===== src/rtl/pgs_pkg.sv =====
package pgs_pkg;
  localparam int NUM_WAKE = 5;

  typedef enum logic [3:0] {
    ST_RUN     = 4'd0,
    ST_CLAMP   = 4'd1,
    ST_HOLD    = 4'd2,
    ST_CLKSTOP = 4'd3,
    ST_SWOFF   = 4'd4,
    ST_GATED   = 4'd5,
    ST_SWON    = 4'd6,
    ST_CLKRUN  = 4'd7,
    ST_RELEASE = 4'd8,
    ST_RESTORE = 4'd9
  } pg_state_t;

  typedef struct packed {
    logic clamp;
    logic rst;
    logic clk;
    logic sw;
  } pg_ctl_t;

  function automatic pg_ctl_t ctl_of(pg_state_t s);
    case (s)
      ST_RUN:                        ctl_of = '{1'b0, 1'b0, 1'b1, 1'b1};
      ST_CLAMP, ST_RELEASE, ST_RESTORE: ctl_of = '{1'b1, 1'b0, 1'b1, 1'b1};
      ST_HOLD, ST_CLKRUN:            ctl_of = '{1'b1, 1'b1, 1'b1, 1'b1};
      ST_CLKSTOP, ST_SWON:           ctl_of = '{1'b1, 1'b1, 1'b0, 1'b1};
      default:                       ctl_of = '{1'b1, 1'b1, 1'b0, 1'b0};
    endcase
  endfunction
endpackage


===== src/rtl/pgs_idle_timer.sv =====
module pgs_idle_timer #(
  parameter int LIMIT = 96
) (
  input  logic clk,
  input  logic rst_n,
  input  logic clear,
  input  logic activity,
  output logic expired
);
  localparam int W = $clog2(LIMIT + 1);

  logic [W-1:0] cnt_q;

  assign expired = (cnt_q == W'(LIMIT));

  always_ff @(posedge clk or negedge rst_n) begin
    if (!rst_n)                cnt_q <= '0;
    else if (clear || activity) cnt_q <= '0;
    else if (!expired)         cnt_q <= cnt_q + 1'b1;
  end
endmodule


===== src/rtl/pgs_step_timer.sv =====
module pgs_step_timer #(
  parameter int W = 8
) (
  input  logic         clk,
  input  logic         rst_n,
  input  logic         load,
  input  logic [W-1:0] load_val,
  output logic         done
);
  logic [W-1:0] cnt_q;

  assign done = (cnt_q == '0);

  always_ff @(posedge clk or negedge rst_n) begin
    if (!rst_n)     cnt_q <= '0;
    else if (load)  cnt_q <= load_val;
    else if (!done) cnt_q <= cnt_q - 1'b1;
  end
endmodule


===== src/rtl/pgs_wake_capture.sv =====
module pgs_wake_capture
  import pgs_pkg::*;
(
  input  logic                clk,
  input  logic                rst_n,
  input  logic                armed,
  input  logic [NUM_WAKE-1:0] evt,
  output logic                go,
  output logic [NUM_WAKE-1:0] cause
);
  logic pend_q;
  logic hit;

  assign hit = |evt;
  assign go  = pend_q | hit;

  always_ff @(posedge clk or negedge rst_n) begin
    if (!rst_n) begin
      pend_q <= 1'b0;
      cause  <= '0;
    end else begin
      if (!armed)   pend_q <= 1'b0;
      else if (hit) pend_q <= 1'b1;
      if (armed && !pend_q && hit) cause <= evt;
    end
  end
endmodule


===== src/rtl/pwr_gate_seq.sv =====
module pwr_gate_seq
  import pgs_pkg::*;
#(
  parameter int IDLE_CYCLES = 96,
  parameter int SW_W        = 8
) (
  input  logic                clk,
  input  logic                rst_n,
  input  logic                bus_active,
  input  logic                session_ok,
  input  logic                hib_mode,
  input  logic [SW_W-1:0]     step_wait,
  input  logic [NUM_WAKE-1:0] wake_evt,
  input  logic                pwr_good,
  input  logic                restore_done,
  output logic                clamp_en,
  output logic                dom_rst,
  output logic                clk_en,
  output logic                pwr_sw_en,
  output logic                restore_req,
  output logic [3:0]          state_o,
  output logic [NUM_WAKE-1:0] wake_cause
);
  pg_state_t state_q, state_d, last_q;
  logic      suspend, step_done, wake_go;
  pg_ctl_t   ctl;

  pgs_idle_timer #(.LIMIT(IDLE_CYCLES)) u_idle (
    .clk(clk), .rst_n(rst_n), .clear(state_q != ST_RUN),
    .activity(bus_active), .expired(suspend)
  );

  pgs_step_timer #(.W(SW_W)) u_step (
    .clk(clk), .rst_n(rst_n), .load(state_d != state_q),
    .load_val(step_wait), .done(step_done)
  );

  pgs_wake_capture u_wake (
    .clk(clk), .rst_n(rst_n), .armed(state_q != ST_RUN),
    .evt(wake_evt), .go(wake_go), .cause(wake_cause)
  );

  always_comb begin
    state_d = state_q;
    case (state_q)
      ST_RUN:     if (suspend || !session_ok) state_d = ST_CLAMP;
      ST_CLAMP:   if (step_done) state_d = wake_go ? ST_RUN : ST_HOLD;
      ST_HOLD:    if (step_done) state_d = wake_go ? ST_RELEASE : ST_CLKSTOP;
      ST_CLKSTOP: if (step_done) state_d = wake_go ? ST_CLKRUN : ST_SWOFF;
      ST_SWOFF:   if (!pwr_good) state_d = wake_go ? ST_SWON : ST_GATED;
      ST_GATED:   if (wake_go) state_d = ST_SWON;
      ST_SWON:    if (pwr_good) state_d = ST_CLKRUN;
      ST_CLKRUN:  if (step_done) state_d = ST_RELEASE;
      ST_RELEASE: if (step_done) state_d = hib_mode ? ST_RESTORE : ST_RUN;
      ST_RESTORE: if (restore_done) state_d = ST_RUN;
      default:    state_d = ST_RUN;
    endcase
  end

  always_ff @(posedge clk or negedge rst_n) begin
    if (!rst_n) begin
      state_q <= ST_RUN;
      last_q  <= ST_RUN;
    end else begin
      state_q <= state_d;
      last_q  <= state_q;
    end
  end

  assign ctl         = ctl_of(state_q);
  assign clamp_en    = ctl.clamp;
  assign dom_rst     = ctl.rst;
  assign clk_en      = ctl.clk;
  assign pwr_sw_en   = ctl.sw;
  assign restore_req = (state_q == ST_RESTORE) && (last_q != ST_RESTORE);
  assign state_o     = state_q;
endmodule


===== config.mk =====
export PLATFORM = sky130hd
export DESIGN_NAME = pwr_gate_seq
export DESIGN_NICKNAME = d
export VERILOG_FILES = /design/src/rtl/pgs_pkg.sv /design/src/rtl/pgs_idle_timer.sv /design/src/rtl/pgs_step_timer.sv /design/src/rtl/pgs_wake_capture.sv /design/src/rtl/pwr_gate_seq.sv
export SDC_FILE = /design/constraint.sdc
export NUM_CORES = 1
export LEC_CHECK = 0
export ABC_CLOCK_PERIOD_IN_PS = 6150
export BUFFER_PORTS_ARGS = -buffer_cell sky130_fd_sc_hd__clkbuf_2
export CAP_MARGIN = 20
export CORE_UTILIZATION = 30
export DETAILED_ROUTE_END_ITERATION = 16
export GPL_TIMING_DRIVEN = 0
export PLACE_DENSITY = 0.55
export SLEW_MARGIN = 10
export SYNTH_ARGS = -nofsm -noshare
export SYNTH_HDL_FRONTEND = slang
export SYNTH_SLANG_ARGS = --single-unit

===== constraint.sdc =====
create_clock -name clk -period 6.15 [get_ports clk]
set_clock_uncertainty 0.2 [all_clocks]
set_input_delay 1.5375 -clock clk [delete_from_list [all_inputs] [get_ports clk]]
set_output_delay 1.5375 -clock clk [all_outputs]
set_load 0.005 [all_outputs]

# --- After elaboration in Yosys (flattened, before gate mapping) ---
# Memories as Yosys holds them, arrays and structs flattened.
# Cells that the tools add are included.
totals:
  regBits: 29
  mem_bits_ro: 64
  word_cells: 58
  memories: 1
mem_list:
  columns: ["name", "words", "width", "rd", "rd_ports_with_merged_regs", "wr", "line", "source"]
  rows:
  - ["(no name shown)", 16, 4, 1, 0, 0, "pgs_pkg.sv:25", "case (s)"]
op_classes:
  add_sub_neg: 2
  n_eq_ne: 15
  n_mux: 22
  bitwise: 1
  reduce_logical: 11
op_table:
  columns: ["op", "n"]
  rows:
  - ["$mux W4", 12]
  - ["$pmux W4 S10", 1]
  - ["$eq A4 B3 Y1 const B", 4]
  - ["$mux W8", 2]
  - ["$mux W7", 2]
  - ["$eq A4 B2 Y1 const B", 2]
  - ["$eq A4 B4 Y1 const B", 2]
  - ["$logic_not A8 Y1", 1]
  - ["$sub A8 B1 Y8 const B", 1]
  - ["$add A7 B1 Y7 const B", 1]
  - ["$eq A7 B7 Y1 const B", 1]
  - ["$mux W2", 3]
  - ["$ne A2 B1 Y1 const B", 3]
  - ["$reduce_or A5 Y1", 1]
  - ["$eq A4 B1 Y1 const B", 1]
  - ["$logic_not A4 Y1", 1]
  - ["$ne A4 B4 Y1", 1]
  - ["$ne A4 B4 Y1 const B", 1]
  - ["$reduce_bool A4 Y1", 1]
  - ["$logic_and A1 B1 Y1", 3]
  - ["$logic_not A1 Y1", 2]
  - ["$logic_or A1 B1 Y1", 2]
  - ["$mux W1", 2]
  - ["$or A1 B1 Y1", 1]

# --- Depth between registers and ports, before layout ---
logic_depth:
  depth_word: 7
  mapped_depth: 10
  ltp_nobuf: 9

# --- Modules after synthesis ---
# Synthesis repeated with hierarchy kept, for this count alone.
unflattened:
  hier_cells: 194
  hier_area_um2: 1779.2
modules_own_cells:
  columns: ["mod", "instances", "cells_each", "area_per_inst_um2"]
  rows:
  - ["pwr_gate_seq", 1, 76, 610.6]
  - ["pgs_step_timer", 1, 59, 539.3]
  - ["pgs_idle_timer", 1, 40, 375.4]
  - ["pgs_wake_capture", 1, 19, 254.0]

# --- Worst setup path before layout ---
# Ideal clock, no wire load.
synth_timing:
  kind: "input port to flip-flop"
  from: "input port wake_evt[0]"
  to: "register u_step.cnt_q[0]"
  setup_time_ps: 125
  t_arrival_ps: 3576
  path_slack_ps: 2250
  cell_stages: 8
  n_path_buf: 1
  cell_sequence: "nor4_1 -> and2_1 -> clkbuf_1 -> o21ai_0 -> a32oi_1 -> nand2_1 -> a211oi_4 -> mux2_2"
synth_via:
  elab_chain_len: 7
  word_cells_on_any_way: 15
  classes_between: "eq/ne (2); mux (11); bitwise (1); reduce/logical (1)"
synth_lines:
  columns: ["item", "line", "source"]
  rows:
  - ["start: declaration", "pwr_gate_seq.sv:13", "input logic [NUM_WAKE-1:0] wake_evt,"]
  - ["$reduce_or A5 Y1 (*)", "pgs_wake_capture.sv:14", "assign hit = |evt;"]
  - ["$or A1 B1 Y1 (*)", "pgs_wake_capture.sv:15", "assign go = pend_q | hit;"]
  - ["$mux W2 (tied with other cells)", "pwr_gate_seq.sv:50", "ST_SWOFF: if (!pwr_good) state_d = wake_go ? ST_SWON : ST_GATED;"]
  - ["$mux W4, on equally long branches", null, null]
  - ["$pmux W4 S10 (*)", "pwr_gate_seq.sv:45", "case (state_q)"]
  - ["$ne A4 B4 Y1 (*)", "pwr_gate_seq.sv:34", ".clk(clk), .rst_n(rst_n), .load(state_d != state_q),"]
  - ["$ne A2 B1 Y1 (no line) / $mux W8 (equally long branches)", null, null]
  - ["end signal: assignment", "pgs_step_timer.sv:16", "else if (load) cnt_q <= load_val;"]
  - ["end signal: assignment", "pgs_step_timer.sv:17", "else if (!done) cnt_q <= cnt_q - 1'b1;"]
  - ["end: declaration", "pgs_step_timer.sv:10", "logic [W-1:0] cnt_q;"]
# Every way passes the cells marked *; elsewhere a longest branch is shown, timed or not.
# A chain may end at the register's enable or synchronous reset.

# --- Final worst setup path ---
layout_timing:
  from: "input port wake_evt[0]"
  to: "register u_step.cnt_q[3]"
# Same word-level chain as after synthesis.

==> flow_summary_export.csv <==
group,metric,value,unit
floorplanning,floorplan.initialDensity,0.321,
clock_network,cts_setup_buffers,0,
sta,finalHoldViolCount,0,
cells_and_area,n_fill_cell,568,
cells_and_area,regArea,726,um^2
setup_path,endpoint_kind,"flop",
setup_path,critical-path-top-delay-family,"simple AND/OR/NAND/NOR gates",
synth,synthTopCellsByArea,"dfrtp_1 43%, mux2_2 8.6%, nor2_1 5.3%",
sta,fin_crit_sh,0.681,
setup_path,slowest_stage_cell_cp,"nor4_1",
floorplanning,ioPinCount,34,
run,max_cap_viols,0,
setup_path,critPathBufInv,2,
setup_path,startpoint_class,"primary input",
cells_and_area,nNetsFinal,244,
place,placed_area,1950,um^2
cells_and_area,final_layout_size_suffix_gt1_frac,0.259,
setup_path,reg2reg_from,"u_step.cnt_q[4]$_DFFE_PN0P_",
synth,edff_count_synth,0,
setup_path,worst_r2r_endpoint,"u_step.cnt_q[3]$_DFFE_PN0P_",
sta,unrepaired_setup_endpoints_after_global_routing,"false",
floorplanning,fp.dieH,77.1,um
global_routing,groute.layer.met3.usage,0.0369,
synth,synth_area_per_cell,9.41,um^2
global_routing,global_route.usage.met1,0.205,
routing,drt_first_pass_iters,4,
global_routing,grt_pass1_vias,1421,
clock_network,ctsHtreeMaxLevel,2,
setup_path,arrival,4150,ps
setup_path,cp_cell_sequence,"clkbuf_2, nor4_1, and2_1, clkbuf_1, o21ai_0, a32oi_1, nand2_1, a211oi_4, mux2_2",
power,worst_ir_drop_on_vdd,0.000196,V
clock_network,tritoncts.num_buffers,5,
setup_path,timing.critical_path.fanout_max,9,
synth,synth_top_cells_by_count,"29 x dfrtp_1, 24 x nor2_1, 13 x mux2_2, 13 x nand2_1, 11 x inv_1",
cells_and_area,postLayoutCellArea,2030,um^2
routing,route.vias.total,1409,
routing,post-route-drc-count,0,
synth,syn_area,1690,um^2
synth,synth_area_leader_cell,"dfrtp_1",
global_routing,grt_overflow,0,
global_routing,first_pass_grt_wire_length,6710,um
floorplanning,chipWidth,77.1,um
cells_and_area,area_used_by_multi_input_combinational_logic,897,um^2
synth,synthDominantCellAreaShare,0.428,
power,static-leakage-power,0.880,nW
synth,synth-seq-cells,29,
routing,routed_wire_length_per_instance,12.9,um
synth,postSynth.asyncResetShare,1.00,
sta,worstMarginPinSlew,812,ps
setup_path,worstSetupStartpoint,"wake_evt[0]",
synth,synthesized_instance_count,180,
setup_path,critical_path.max_stage_delay,650,ps
clock_network,worstSkewPairLatency,270,ps
floorplanning,core_area,5270,um^2
sta,final_period_minus_worst_setup_slack,4190,ps
cells_and_area,antennaDiodeCount,0,
place,io_buffer_count,33,
synth,yosys.cell_count.top_type,"dfrtp_1",
routing,wl,3750,um
clock_network,cts_hold_repair.buffers,0,
floorplanning,die-area,5950,um^2
synth,ys_warnings,0,
hold_path,hold_path_class,"reg -> reg",
clock_network,max-clock-path-buffers,2,
floorplanning,rows,26,
clock_network,worst_setup_hold_path_clk_slew,60,ps
routing,antenna_left,0,
synth,synth-seq-area-share,0.428,
routing,dr.first_iter.drc_count,82,
synth,synth_nets,204,
global_routing,antenna_violations_before_repair,0,
place,weighted_congestion_reported_at_the_end_of_routability_driven_placement,0.852,
routing,vias_per_cell,4.86,
global_routing,grt.total_usage,0.143,
clock_network,clk_root_buffer_cell,"clkbuf_8",
sta,max_clock_freq,0.239,GHz
sta,fin_tns_setup,0,ps
power,powerDensity,405,nW/um^2
run_status,outcome,"completed",
cells_and_area,area_added_between_synthesis_and_finish,20.0,%
setup_path,r2r.worst_path.cells,7,
synth,number_of_different_library_cells_in_the_post_synthesis_netlist,42,
setup_path,endpoint,"u_step.cnt_q[3]$_DFFE_PN0P_",
global_routing,busiest_layer,"met2",
sta,max_slew_margin,0.455,
cells_and_area,final_core_util,0.386,
clock_network,cts_resized,0,
setup_path,r2r_slack,2990,ps
clock_network,cts_tree,"done",
setup_path,critPathRequiredTime,6110,ps
clock_network,tritoncts_num_sinks,29,
setup_path,timing.setup.critical_path_class,"in -> reg",
setup_path,critical_path_depth,9,
sta,maxSlewViolCount,0,
global_routing,grt_max_degree,30,
sta,finalSetupViolCount,0,
synth,dominantRegCellSynth,"dfrtp_1",
place,dpl_wire_length,2740,um
global_routing,global_route.usage.met2,0.210,
-- per-stage QoR --
stage                     setup WS [ps]  power (W)  hold WS, ps  instances
final                              1960   0.000823          194        290
after CTS                          1970   0.000834          199        290
after global routing               1730   0.000899          209        290
after detailed placement           1690   0.000671          185        283
after global placement             1680   0.000667          185        283
after floorplan                    2250   0.000569          194        180
-- flip-flops by register name (all words and copies together), names as in the netlist --
signal and flops:
last_q 4, state_o 4, u_idle.cnt_q 7, u_step.cnt_q 8, u_wake.cause 5, u_wake.pend_q 1
-- per-layer routing --
layer / vias to the layer above / wire length (um)
met1: 660 / 1970
li1: 711 / -
met3: 2 / 179
met5: - / 0
met2: 36 / 1580
met4: 0 / 24
-- power by group --
group	internal [W]	switching, W
Combinational	0.000181	0.000179
Sequential	0.000255	0.0000502
Clock	0.0000887	0.0000694
Total	0.000524	0.000299
-- area by class of cell --
class	instances	share of cell area
Buffer	8	0.0148
Tap cell	70	0.0431
Multi-Input combinational cell	132	0.441
Sequential cell	29	0.357
Clock buffer	7	0.0425
Inverter	11	0.0203
Timing Repair Buffer	33	0.0812
-- how the worst min path moves through the flow --
stage | startpoint | to | slack, ps | cells after the start
final | state_o[0]$_DFF_PN0_ | last_q[0]$_DFF_PN0_ | 190 | 0
after global routing | state_o[0]$_DFF_PN0_ | last_q[0]$_DFF_PN0_ | 210 | 0
after CTS | state_o[0]$_DFF_PN0_ | last_q[0]$_DFF_PN0_ | 200 | 0
after detailed placement | state_o[0]$_DFF_PN0_ | last_q[0]$_DFF_PN0_ | 180 | 0
after global placement | state_o[0]$_DFF_PN0_ | last_q[0]$_DFF_PN0_ | 190 | 0
after floorplan | state_o[0]$_DFF_PN0_ | last_q[0]$_DFF_PN0_ | 190 | 0
-- kinds of logic (layout without fill, tap and decap cells) --
kind of cell,Yosys count,after routing,share of synthesized area
buf+inv,19,59,0.0421
fa+ha+maj,4,4,0.0295
compound gates,38,38,0.156
xor+xnor,9,9,0.0465
flops,29,29,0.428
mux,16,16,0.104
simple gates,65,65,0.194
-- placed cells by master (no fill, tap or decap), types with 3 or more instances in the layout --
master,Yosys,final
nand2_1,13,13
dfrtp_1,29,29
clkbuf_8,0,6
inv_1,11,11
o21a_1,3,3
nand3_1,5,5
nor3_1,3,3
a21oi_1,8,8
mux2i_1,3,3
mux2_2,13,13
ha_1,4,4
a31oi_1,4,4
nand2b_1,3,3
o21ai_0,9,9
xnor2_1,5,5
clkbuf_2,0,33
xor2_1,4,4
clkbuf_1,8,9
nor2b_1,3,3
nor2_1,24,24
No activity file was read; power rests on OpenSTA's default activity.
